--- config.mk ---
export PLATFORM = sky130hd
export DESIGN_NAME = spi_read_seq
export DESIGN_NICKNAME = d
export VERILOG_FILES = /design/src/rtl/spi_read_seq.sv
export SDC_FILE = /design/constraint.sdc
export NUM_CORES = 1
export LEC_CHECK = 0
export CAP_MARGIN = 20
export CORE_MARGIN = 1.5
export CORE_UTILIZATION = 70
export CTS_BUF_LIST = sky130_fd_sc_hd__clkbuf_8
export DETAILED_ROUTE_END_ITERATION = 10
export DONT_BUFFER_PORTS = 1
export PLACE_DENSITY = 0.84
export RECOVER_POWER = 100
export SETUP_SLACK_MARGIN = 0.1
export SLEW_MARGIN = 5
export SYNTH_ARGS = -nofsm -noshare
export SYNTH_HDL_FRONTEND = slang
export SYNTH_SLANG_ARGS = --single-unit
--- constraint.sdc ---
create_clock -name clk -period 4.55 [get_ports clk]
set_clock_uncertainty 0.15 [all_clocks]
set_input_delay 0.6825 -clock clk [delete_from_list [all_inputs] [get_ports clk]]
set_output_delay 0.6825 -clock clk [all_outputs]
set_load 0.01 [all_outputs]
--- src/rtl/spi_read_seq.sv ---
module spi_read_seq #(
  parameter int IDX_W = 22,
  parameter int QLEN = 5,
  parameter logic [7:0] CMD_NORM = 8'h03,
  parameter logic [7:0] CMD_FAST = 8'h0B
) (
  input  logic             clk,
  input  logic             rst_n,
  input  logic             bus_en,
  input  logic             bus_wr,
  input  logic [1:0]       bus_addr,
  input  logic [15:0]      bus_wdata,
  output logic [15:0]      bus_rdata,
  output logic             fl_rd,
  output logic [IDX_W-1:0] fl_addr,
  input  logic [7:0]       fl_data
);
  localparam int AW = 24;

  typedef enum logic [3:0] {
    S_IDLE, S_NH, S_NM, S_NL, S_NRUN, S_FH, S_FM, S_FL, S_FDUM, S_FRUN
  } st_t;

  st_t st;
  logic [AW-1:0] addr_q;
  logic [15:0] ctl_q;
  logic [7:0] q [QLEN];

  wire wr_tx  = bus_en & bus_wr & (bus_addr == 2'd0);
  wire rd_rx  = bus_en & ~bus_wr & (bus_addr == 2'd1);
  wire wr_ctl = bus_en & bus_wr & (bus_addr == 2'd2);
  wire [7:0] txb = bus_wdata[7:0];
  wire streaming = (st == S_NRUN) || (st == S_FRUN);

  assign fl_rd = rd_rx & streaming;
  assign fl_addr = addr_q[IDX_W-1:0];

  logic [7:0] rx_byte;
  always_comb begin
    if (st == S_NRUN)      rx_byte = fl_data;
    else if (st == S_FRUN) rx_byte = q[0];
    else                   rx_byte = 8'hFF;
  end

  always_ff @(posedge clk) begin
    if (!rst_n) begin
      st <= S_IDLE;
      addr_q <= '0;
      ctl_q <= '0;
      for (int i = 0; i < QLEN; i++) q[i] <= 8'hFF;
    end else if (wr_ctl) begin
      st <= S_IDLE;
      ctl_q <= bus_wdata;
      for (int i = 0; i < QLEN; i++) q[i] <= 8'hFF;
    end else begin
      if (wr_tx) begin
        case (st)
          S_IDLE: begin
            if (txb == CMD_NORM)      st <= S_NH;
            else if (txb == CMD_FAST) st <= S_FH;
          end
          S_NH, S_FH: begin
            addr_q[23:16] <= txb;
            st <= (st == S_NH) ? S_NM : S_FM;
          end
          S_NM, S_FM: begin
            addr_q[15:8] <= txb;
            st <= (st == S_NM) ? S_NL : S_FL;
          end
          S_NL: begin addr_q[7:0] <= txb; st <= S_NRUN; end
          S_FL: begin addr_q[7:0] <= txb; st <= S_FDUM; end
          S_FDUM: st <= S_FRUN;
          default: ;
        endcase
      end
      if (fl_rd) begin
        addr_q <= addr_q + 1'b1;
        if (st == S_FRUN) begin
          for (int i = 0; i < QLEN-1; i++) q[i] <= q[i+1];
          q[QLEN-1] <= fl_data;
        end
      end
    end
  end

  always_ff @(posedge clk) begin
    if (!rst_n) bus_rdata <= '0;
    else if (bus_en && !bus_wr) begin
      case (bus_addr)
        2'd1:    bus_rdata <= {8'h00, rx_byte};
        2'd2:    bus_rdata <= ctl_q;
        default: bus_rdata <= '0;
      endcase
    end
  end

  assert_tx_ignored_R6: assert property (@(posedge clk) disable iff (!rst_n)
    (wr_tx && streaming) |=> ($stable(st) && $stable(addr_q)));

  assert_idle_rx_ff_R10: assert property (@(posedge clk) disable iff (!rst_n)
    (rd_rx && !streaming) |=> (bus_rdata == 16'h00FF && $stable(addr_q)));

  assert_fetch_incr_R5: assert property (@(posedge clk) disable iff (!rst_n)
    fl_rd |=> (addr_q == $past(addr_q) + 24'd1));

  assert_ctl_flush_R8: assert property (@(posedge clk) disable iff (!rst_n)
    wr_ctl |=> (st == S_IDLE && q[0] == 8'hFF && q[QLEN-1] == 8'hFF));

  assert_normal_direct_R9: assert property (@(posedge clk) disable iff (!rst_n)
    (rd_rx && st == S_NRUN) |=> (bus_rdata == {8'h00, $past(fl_data)}));
endmodule

# --- Word level (Yosys, flattened, before mapping) ---
# Memory sizes are Yosys's and may differ from the RTL's.
# Index checks and enable logic that the tools add are counted.
totals:
  reg_bits: 60
  mem_bits_rw: 40
  input_bits: 30
  out_inout_bits: 39
  wordCells: 91
  memories: 1
mem_list:
  columns: ["name", "words", "width", "rd", "rd_ports_with_merged_regs", "wr", "line", "text"]
  rows:
  - ["q", 5, 8, 5, 0, 5, "27", "logic [7:0] q [QLEN];"]
op_classes:
  addsub: 1
  eq_ne: 14
  n_mux: 32
  bitwise: 19
  n_reduce_logical: 18
op_table:
  columns: ["op", "n"]
  rows:
  - ["8-bit two-way mux", 15]
  - ["24-bit two-way mux", 2]
  - ["16-bit one-hot mux with 2 select lines", 1]
  - ["24-bit by 1-bit adder with 24-bit output, second input constant", 1]
  - ["4-bit one-hot mux with 6 select lines", 1]
  - ["4-bit by 3-bit equality test with 1-bit output, second input constant", 4]
  - ["3-bit AND reduction", 4]
  - ["1-bit bitwise OR", 10]
  - ["1-bit two-way mux", 9]
  - ["4-bit by 2-bit equality test with 1-bit output, second input constant", 2]
  - ["4-bit equality test, second input constant", 2]
  - ["8-bit by 2-bit equality test with 1-bit output, second input constant", 1]
  - ["8-bit by 4-bit equality test with 1-bit output, second input constant", 1]
  - ["4-bit two-way mux", 2]
  - ["2-bit nonzero test", 4]
  - ["2-bit OR reduction", 4]
  - ["1-bit bitwise AND", 6]
  - ["3-bit two-way mux", 2]
  - ["6-bit nonzero test", 1]
  - ["4-bit by 1-bit equality test with 1-bit output, second input constant", 1]
  - ["4-bit zero test", 1]
  - ["3-bit inequality test, second input constant", 1]
  - ["1-bit NOT", 3]
  - ["2-bit by 1-bit equality test with 1-bit output, second input constant", 1]
  - ["other kinds (5)", 5]

# --- Logic depth before layout (Yosys ltp) ---
# Gate-level depths: netlist of the first run.
logic_depth:
  word_depth: 9
  mapped_depth: 10
  depth_no_buf: 8

# --- Worst setup path before layout of the first run ---
# Ideal clock, no wire load.
synth_timing:
  path_kind: "input-to-reg"
  from: "in bus_addr[0]"
  to: "mem q[0][0], enable pin"
  setup_ns: 0.380
  arrival_ns: 2.136
  required_time_ns: 4.020
  slack_ns: 1.884
  cell_stages: 6
  path_buffers: 1
  cell_sequence: "inv_1 > ha_1 > clkbuf_1 > nand3_1 > nand2_1 > or2_2"
synth_rtl:
  columns: ["element", "line", "text"]
  rows:
  - ["start: declaration", "11", "input logic [1:0] bus_addr,"]
  - ["end: declaration", "27", null]

==> results.sh, run 1 <==
export IMPL_outcome="finished with violations"
export IMPL_violations="capacitance limit, slew limit"
export IMPL_dieArea_sq_um=6860
export IMPL_irDropWorstVdd_v=0.000289
export IMPL_vias=3490
export IMPL_hold_path_class="in2reg"
export IMPL_grt_max_degree=41
export IMPL_grt_pass1_vias=3197
export IMPL_ys_warn_count=0
export IMPL_final_max_slew_viol_count=41
export IMPL_core_area_sq_um=6030
export IMPL_numClockSinks=98
export IMPL_final_setup_tns_ns=0
export IMPL_hold_viol_final=0
export IMPL_synth_flop_cell="dfxtp_1"
export IMPL_period_needed_ns=3.57
export IMPL_h_tree_depth=3
export IMPL_numPortBuffers=0
export IMPL_drive_above_1_share_pct=14.1
export IMPL_seq_area_sq_um=2360
export IMPL_syn_nets=509
export IMPL_syn_area_per_cell_sq_um=9.39
export IMPL_clock_latency_ns=0.36
export IMPL_clk_path_buf_depth=2
export IMPL_diodes=0
export IMPL_routed_wl_mm=9.55
export IMPL_die_y_microns=82.8
export IMPL_gp_congestion=0.868
export IMPL_power_density_nw_per_um2=339
export IMPL_slew_headroom_pct=-7.10
export IMPL_post_drt_wl_per_cell_microns=17.8
export IMPL_fin_util_pct=76.9
export IMPL_yosysUniqueCellTypes=57
export IMPL_dp_slack_ns=1.03
export IMPL_tritoncts="built"
export IMPL_fmax_ghz=0.280
export IMPL_synth_seq_cells=98
export IMPL_nFillCells=422
export IMPL_cts_buffers=9
export IMPL_ys_seq_area_share_pct=53.0
export IMPL_crit_path_max_incr_delay_ns=1.22
export IMPL_synth_top_area_share_pct=26.9
export IMPL_setup_slack_ns=0.978
export IMPL_area_growth_pct=3.87
export IMPL_dp_final_hpwl_mm=6.46
export IMPL_arrival_ns=3.39
export IMPL_grt_pass1_wl_mm=15.6
export IMPL_dieWidth_microns=82.8
export IMPL_rows=28
export IMPL_drc=0
export IMPL_cts_hold_buf=0
export IMPL_ios=69
export IMPL_crit_type="in2reg"
export IMPL_syn_area_sq_um=4460
export IMPL_fin_nets=489
export IMPL_cp_cell_sequence="inv_1 -> ha_1 -> nand3_1 -> clkbuf_1 -> nand2_1 -> or2_1"
export IMPL_netlist_instances=475
export IMPL_grt_ovfl_total=0
export IMPL_crit_path_max_fanout=40
export IMPL_post_cts_buffers=0
export IMPL_multi_input_area_sq_um=1910
export IMPL_final_antenna_net_count=0
export IMPL_crit_family="simple AND/OR/NAND/NOR gates"
export IMPL_path_buf_inv=2
export IMPL_slowest_stage="or2_1"
export IMPL_endpoint_kind="register"
export IMPL_min_period_over_period_pct=78.5
export IMPL_cts_resized=0
export IMPL_antenna_found_initial=0
export IMPL_drv_cap=1
export IMPL_grt_use_total_pct=28.4
export IMPL_setup_viol_count_final=0
export IMPL_drt_iter0_markers=262
export IMPL_synth_area_top_cells="edfxtp_1 (27%), dfxtp_1 (26%), nand2_1 (6.1%)"
export IMPL_routed_via_density=6.52
export IMPL_synthArstFlopShare_pct=0
export IMPL_path_clk_slew_ns=0.10
export IMPL_cts_root_buf="clkbuf_8"
export IMPL_synth_top_cell_by_area="edfxtp_1"
export IMPL_critPathLaunchType="input port"
export IMPL_synth_edff_count=40
export IMPL_worstPathRequired_ns=4.36
export IMPL_rsz0062_at_grt="no"
export IMPL_start_util_pct=74.0
export IMPL_power_leakage_nw=1.47
export IMPL_dr_pass1_iters=5
export IMPL_worst_slew_pin_slew_ns=1.61
report_power, final:
part | internal (mW) | total [mW] | switching, mW
Clock | 0.282 | 0.583 | 0.301
Sequential | 0.926 | 0.932 | 0.00572
Combinational | 0.0166 | 0.0550 | 0.0384
Total | 1.22 | 1.57 | 0.345
per-layer routing:
| layer | routed length (microns) | GRT usage (%) | vias to the layer above |
|---|---|---|---|
| met4 | 238 | 11.5 | 0 |
| li1 | - | - | 1674 |
| met1 | 4160 | 38.8 | 1630 |
| met5 | 0 | 0 | - |
| met2 | 4340 | 44.1 | 162 |
| met3 | 806 | 6.36 | 24 |
final cells by class:
cell class	count	share of cell area, %
Multi-Input combinational cell	337	41.3
Clock buffer	9	2.67
Sequential cell	98	51.0
Clock inverter	7	1.78
Inverter	7	0.567
Tap cell	75	2.03
Timing Repair Buffer	2	0.675
stage by stage:
step	hold slack [ns]	std cells	cell area [sq um]	total power [mW]
after floorplan	0.287	475	4460	0.993
after global placement	0.293	518	4400	1.00
after detailed placement	0.298	519	4430	1.01
after CTS	0.290	535	4640	1.57
after global routing	0.289	535	4630	1.62
final	0.293	535	4630	1.57
state kept, by name (all words and copies together), names as in the netlist:
| signal | count |
|---|---|
| q | 40 |
| addr_q | 22 |
| bus_rdata | 16 |
| ctl_q | 16 |
| st | 4 |
Yosys cell counts, types with 2 or more instances:
| cell type | number |
|---|---|
| nand2_1 | 73 |
| dfxtp_1 | 58 |
| a21oi_1 | 45 |
| or2_2 | 41 |
| edfxtp_1 | 40 |
| nor2_1 | 38 |
| clkbuf_1 | 24 |
| nand3_1 | 17 |
| o21ai_0 | 13 |
| nand4_1 | 9 |
| a22oi_1 | 8 |
| o221ai_1 | 8 |
| nor3_1 | 7 |
| inv_1 | 6 |
| nor4_1 | 5 |
| o221a_2 | 5 |
| and2_1 | 4 |
| and3_1 | 4 |
| ha_1 | 4 |
| nand3b_1 | 4 |
| a211oi_1 | 3 |
| a21o_1 | 3 |
| a31oi_1 | 3 |
| a41oi_1 | 3 |
| buf_2 | 3 |
| buf_6 | 3 |
| o211a_1 | 3 |
| o31a_1 | 3 |
| a311oi_1 | 2 |
| buf_4 | 2 |
| nor3b_1 | 2 |
| o21a_1 | 2 |
| o21ai_1 | 2 |
| o22ai_1 | 2 |
| o32ai_1 | 2 |
| or4_1 | 2 |
| xnor2_1 | 2 |
worst paths after layout:
check	start	end	slack [ns]	cells after the start
setup reg to reg	st[3]$_SDFFE_PP0P_	addr_q[5]$_SDFFE_PN0P_	1.09	6
hold reg to reg	ctl_q[14]$_SDFFE_PN0P_	ctl_q[14]$_SDFFE_PN0P_	0.31	2
setup / recovery	bus_addr[0]	q[0][14]$_SDFFCE_PN1P_	0.98	6
hold / removal	bus_wdata[8]	ctl_q[8]$_SDFFE_PN0P_	0.29	2
cells by family after synthesis:
family | after synthesis | synth area share [%]
AO/OA/AOI/OAI | 115 | 17.2
XOR/XNOR | 3 | 0.589
adder cells (fa/ha/maj) | 4 | 1.12
buffers and inverters | 40 | 4.12
flip-flops | 98 | 53.0
multiplexers | 1 | 0.224
AND/OR/NAND/NOR | 214 | 23.8
cell usage in the layout, fill, tap and decap left out, drive strengths merged, types with 3 or more instances in the layout:
master and count:
nand3b 4, nand3 17, nor3 7, and2 5
a211oi 3, o221a 6, edfxtp 40, a31oi 3
a22oi 8, nand2 73, nor2 38, o221ai 8
nor4 5, and3 4, a21oi 46, o21a 3
nor3b 3, a41oi 3, dfxtp 58, o31a 3
ha 4, a21o 3, nand4 9, o211a 3
clkbuf 10, inv 8, clkinv 3, o21ai 15
or2 41
No activity file was read; power rests on OpenSTA's default activity.
==> run 2: changes to the inputs <==
--- a/config.mk
+++ b/config.mk
@@ -7,11 +7,11 @@
 export LEC_CHECK = 0
 export CAP_MARGIN = 20
 export CORE_MARGIN = 1.5
-export CORE_UTILIZATION = 70
+export CORE_UTILIZATION = 66
 export CTS_BUF_LIST = sky130_fd_sc_hd__clkbuf_8
 export DETAILED_ROUTE_END_ITERATION = 10
 export DONT_BUFFER_PORTS = 1
-export PLACE_DENSITY = 0.84
+export PLACE_DENSITY = 0.8
 export RECOVER_POWER = 100
 export SETUP_SLACK_MARGIN = 0.1
 export SLEW_MARGIN = 5
==> constraint.sdc (replaced) <==
create_clock -name clk -period 3.5 [get_ports clk]
set_clock_uncertainty 0.15 [all_clocks]
set_input_delay 0.525 -clock clk [delete_from_list [all_inputs] [get_ports clk]]
set_output_delay 0.525 -clock clk [all_outputs]
set_load 0.01 [all_outputs]
==> results.sh, run 2 (synthesized netlist as in run 1, its figures left out) <==
export IMPL_outcome="finished with violations"
export IMPL_violations="DRC"
export IMPL_start_util_pct=69.4
export IMPL_clk_path_buf_depth=2
export IMPL_min_period_over_period_pct=82.5
export IMPL_routed_wl_mm=9.64
export IMPL_rows=29
export IMPL_rsz0062_at_grt="no"
export IMPL_layout_commonest_cell="nand2_1"
export IMPL_worstPathRequired_ns=3.59
export IMPL_final_setup_tns_ns=0
export IMPL_antenna_found_initial=0
export IMPL_arrival_ns=2.98
export IMPL_path_clk_slew_ns=0.10
export IMPL_top_regs="q (40), addr_q (22)"
export IMPL_comb_power_share_pct=3.4
export IMPL_numClockSinks=98
export IMPL_largest_register_ffs=40
export IMPL_grt_pass1_wl_mm=15.9
export IMPL_swShare_pct=21.6
export IMPL_final_cell_count_no_fill=540
export IMPL_internal_power_mw=1.60
export IMPL_die_y_microns=85.2
export IMPL_irDropWorstVdd_v=0.000258
export IMPL_top_register="q"
export IMPL_hold_path_class="in2reg"
export IMPL_drive_above_1_share_pct=14.7
export IMPL_post_cts_buffers=0
export IMPL_ios=69
export IMPL_grt_max_degree=41
export IMPL_dp_final_hpwl_mm=6.54
export IMPL_crit_path_max_fanout=26
export IMPL_cts_hold_buf=0
export IMPL_placed_cells=524
export IMPL_clock_latency_ns=0.36
export IMPL_fmax_ghz=0.346
export IMPL_area_growth_pct=4.01
export IMPL_vias=3436
export IMPL_power_density_nw_per_um2=439
export IMPL_cts_root_buf="clkbuf_8"
export IMPL_cts_buffers=9
export IMPL_post_drt_wl_per_cell_microns=17.8
export IMPL_diodes=0
export IMPL_final_cell_mix="nand2_1 (73), dfxtp_1 (58), a21oi_1 (45), or2_2 (41), edfxtp_1 (40)"
export IMPL_slew_headroom_pct=39.3
export IMPL_setup_viol_count_final=0
export IMPL_drv_cap=0
export IMPL_tritoncts="built"
export IMPL_gp_congestion=0.909
export IMPL_grt_ovfl_total=0
export IMPL_p_clk_share_pct=37.1
export IMPL_final_max_slew_viol_count=0
export IMPL_dr_pass1_iters=8
export IMPL_final_antenna_net_count=0
export IMPL_routed_via_density=6.36
export IMPL_dieArea_sq_um=7260
export IMPL_nFillCells=503
export IMPL_period_needed_ns=2.89
export IMPL_numPortBuffers=0
export IMPL_drt_iter0_markers=242
export IMPL_grt_pass1_vias=3216
export IMPL_cts_resized=0
export IMPL_core_area_sq_um=6420
export IMPL_fin_nets=492
export IMPL_endpoint_kind="register"
export IMPL_p_switching_mw=0.440
export IMPL_power_frac_seq_pct=59.5
export IMPL_h_tree_depth=3
export IMPL_power_leakage_nw=1.47
export IMPL_dieWidth_microns=85.2
export IMPL_grt_use_total_pct=27.7
export IMPL_drc=6
export IMPL_crit_type="reg2reg"
export IMPL_hold_viol_final=0
export IMPL_worst_slew_pin_slew_ns=0.911
export IMPL_critPathLaunchType="register"
==> run 2: power groups by stage <==
stage / logic, mW / registers (mW) / clock network, mW
after floorplan: 0.0557 / 1.23 / 0
after global placement: 0.0665 / 1.24 / 0
after detailed placement: 0.0688 / 1.24 / 0
after CTS: 0.0704 / 1.21 / 0.764
after global routing: 0.0779 / 1.21 / 0.811
final: 0.0698 / 1.21 / 0.755
==> run 2: per-stage QoR <==
stage	setup slack [ns]	power, mW	instance area [sq um]	hold slack [ns]	utilization, %
final	0.614	2.04	4640	0.140	72.2
after global routing	0.442	2.10	4640	0.140	72.2
after CTS	0.788	2.05	4650	0.131	72.4
after detailed placement	0.785	1.31	4440	0.297	69.1
after global placement	0.850	1.30	4440	0.292	69.1
after floorplan	0.992	1.29	4460	0.287	-
==> run 2: final timing paths <==
path / cells after the start / from / end / slack (ns)
worst max-delay path: 6 / st[2]$_SDFFE_PP0P_ / addr_q[6]$_SDFFE_PN0P_ / 0.61
worst min-delay path: 2 / bus_wdata[9] / ctl_q[9]$_SDFFE_PN0P_ / 0.14
worst max register to register: 6 / st[2]$_SDFFE_PP0P_ / addr_q[6]$_SDFFE_PN0P_ / 0.61
worst min register to register: 2 / ctl_q[6]$_SDFFE_PN0P_ / ctl_q[6]$_SDFFE_PN0P_ / 0.31
==> run 2: critical path, stage by stage, from the launching register on <==
cell and delay [ns]:
dfxtp_1 0.50, or3b_1 0.38, a211o_1 0.31, inv_1 0.63, o21ai_1 0.40, a211oi_1 0.32, nor3_1 0.08
==> run 2: cell type report <==
| type | instances | area [sq um] | share of cell area, % |
|---|---|---|---|
| Clock buffer | 11 | 151 | 3.26 |
| Sequential cell | 98 | 2360 | 50.9 |
| Multi-Input combinational cell | 337 | 1910 | 41.2 |
| Clock inverter | 5 | 60.1 | 1.29 |
| Inverter | 7 | 26.3 | 0.566 |
| Tap cell | 77 | 96.3 | 2.08 |
| Timing Repair Buffer | 5 | 30.0 | 0.647 |
==> run 2: metal layers <==
metal	global-route usage, %	up-vias	wire, microns
li1	-	1672	-
met1	39.3	1607	4380
met2	42.2	136	4340
met3	6.42	21	727
met4	9.69	0	196
met5	0	-	0
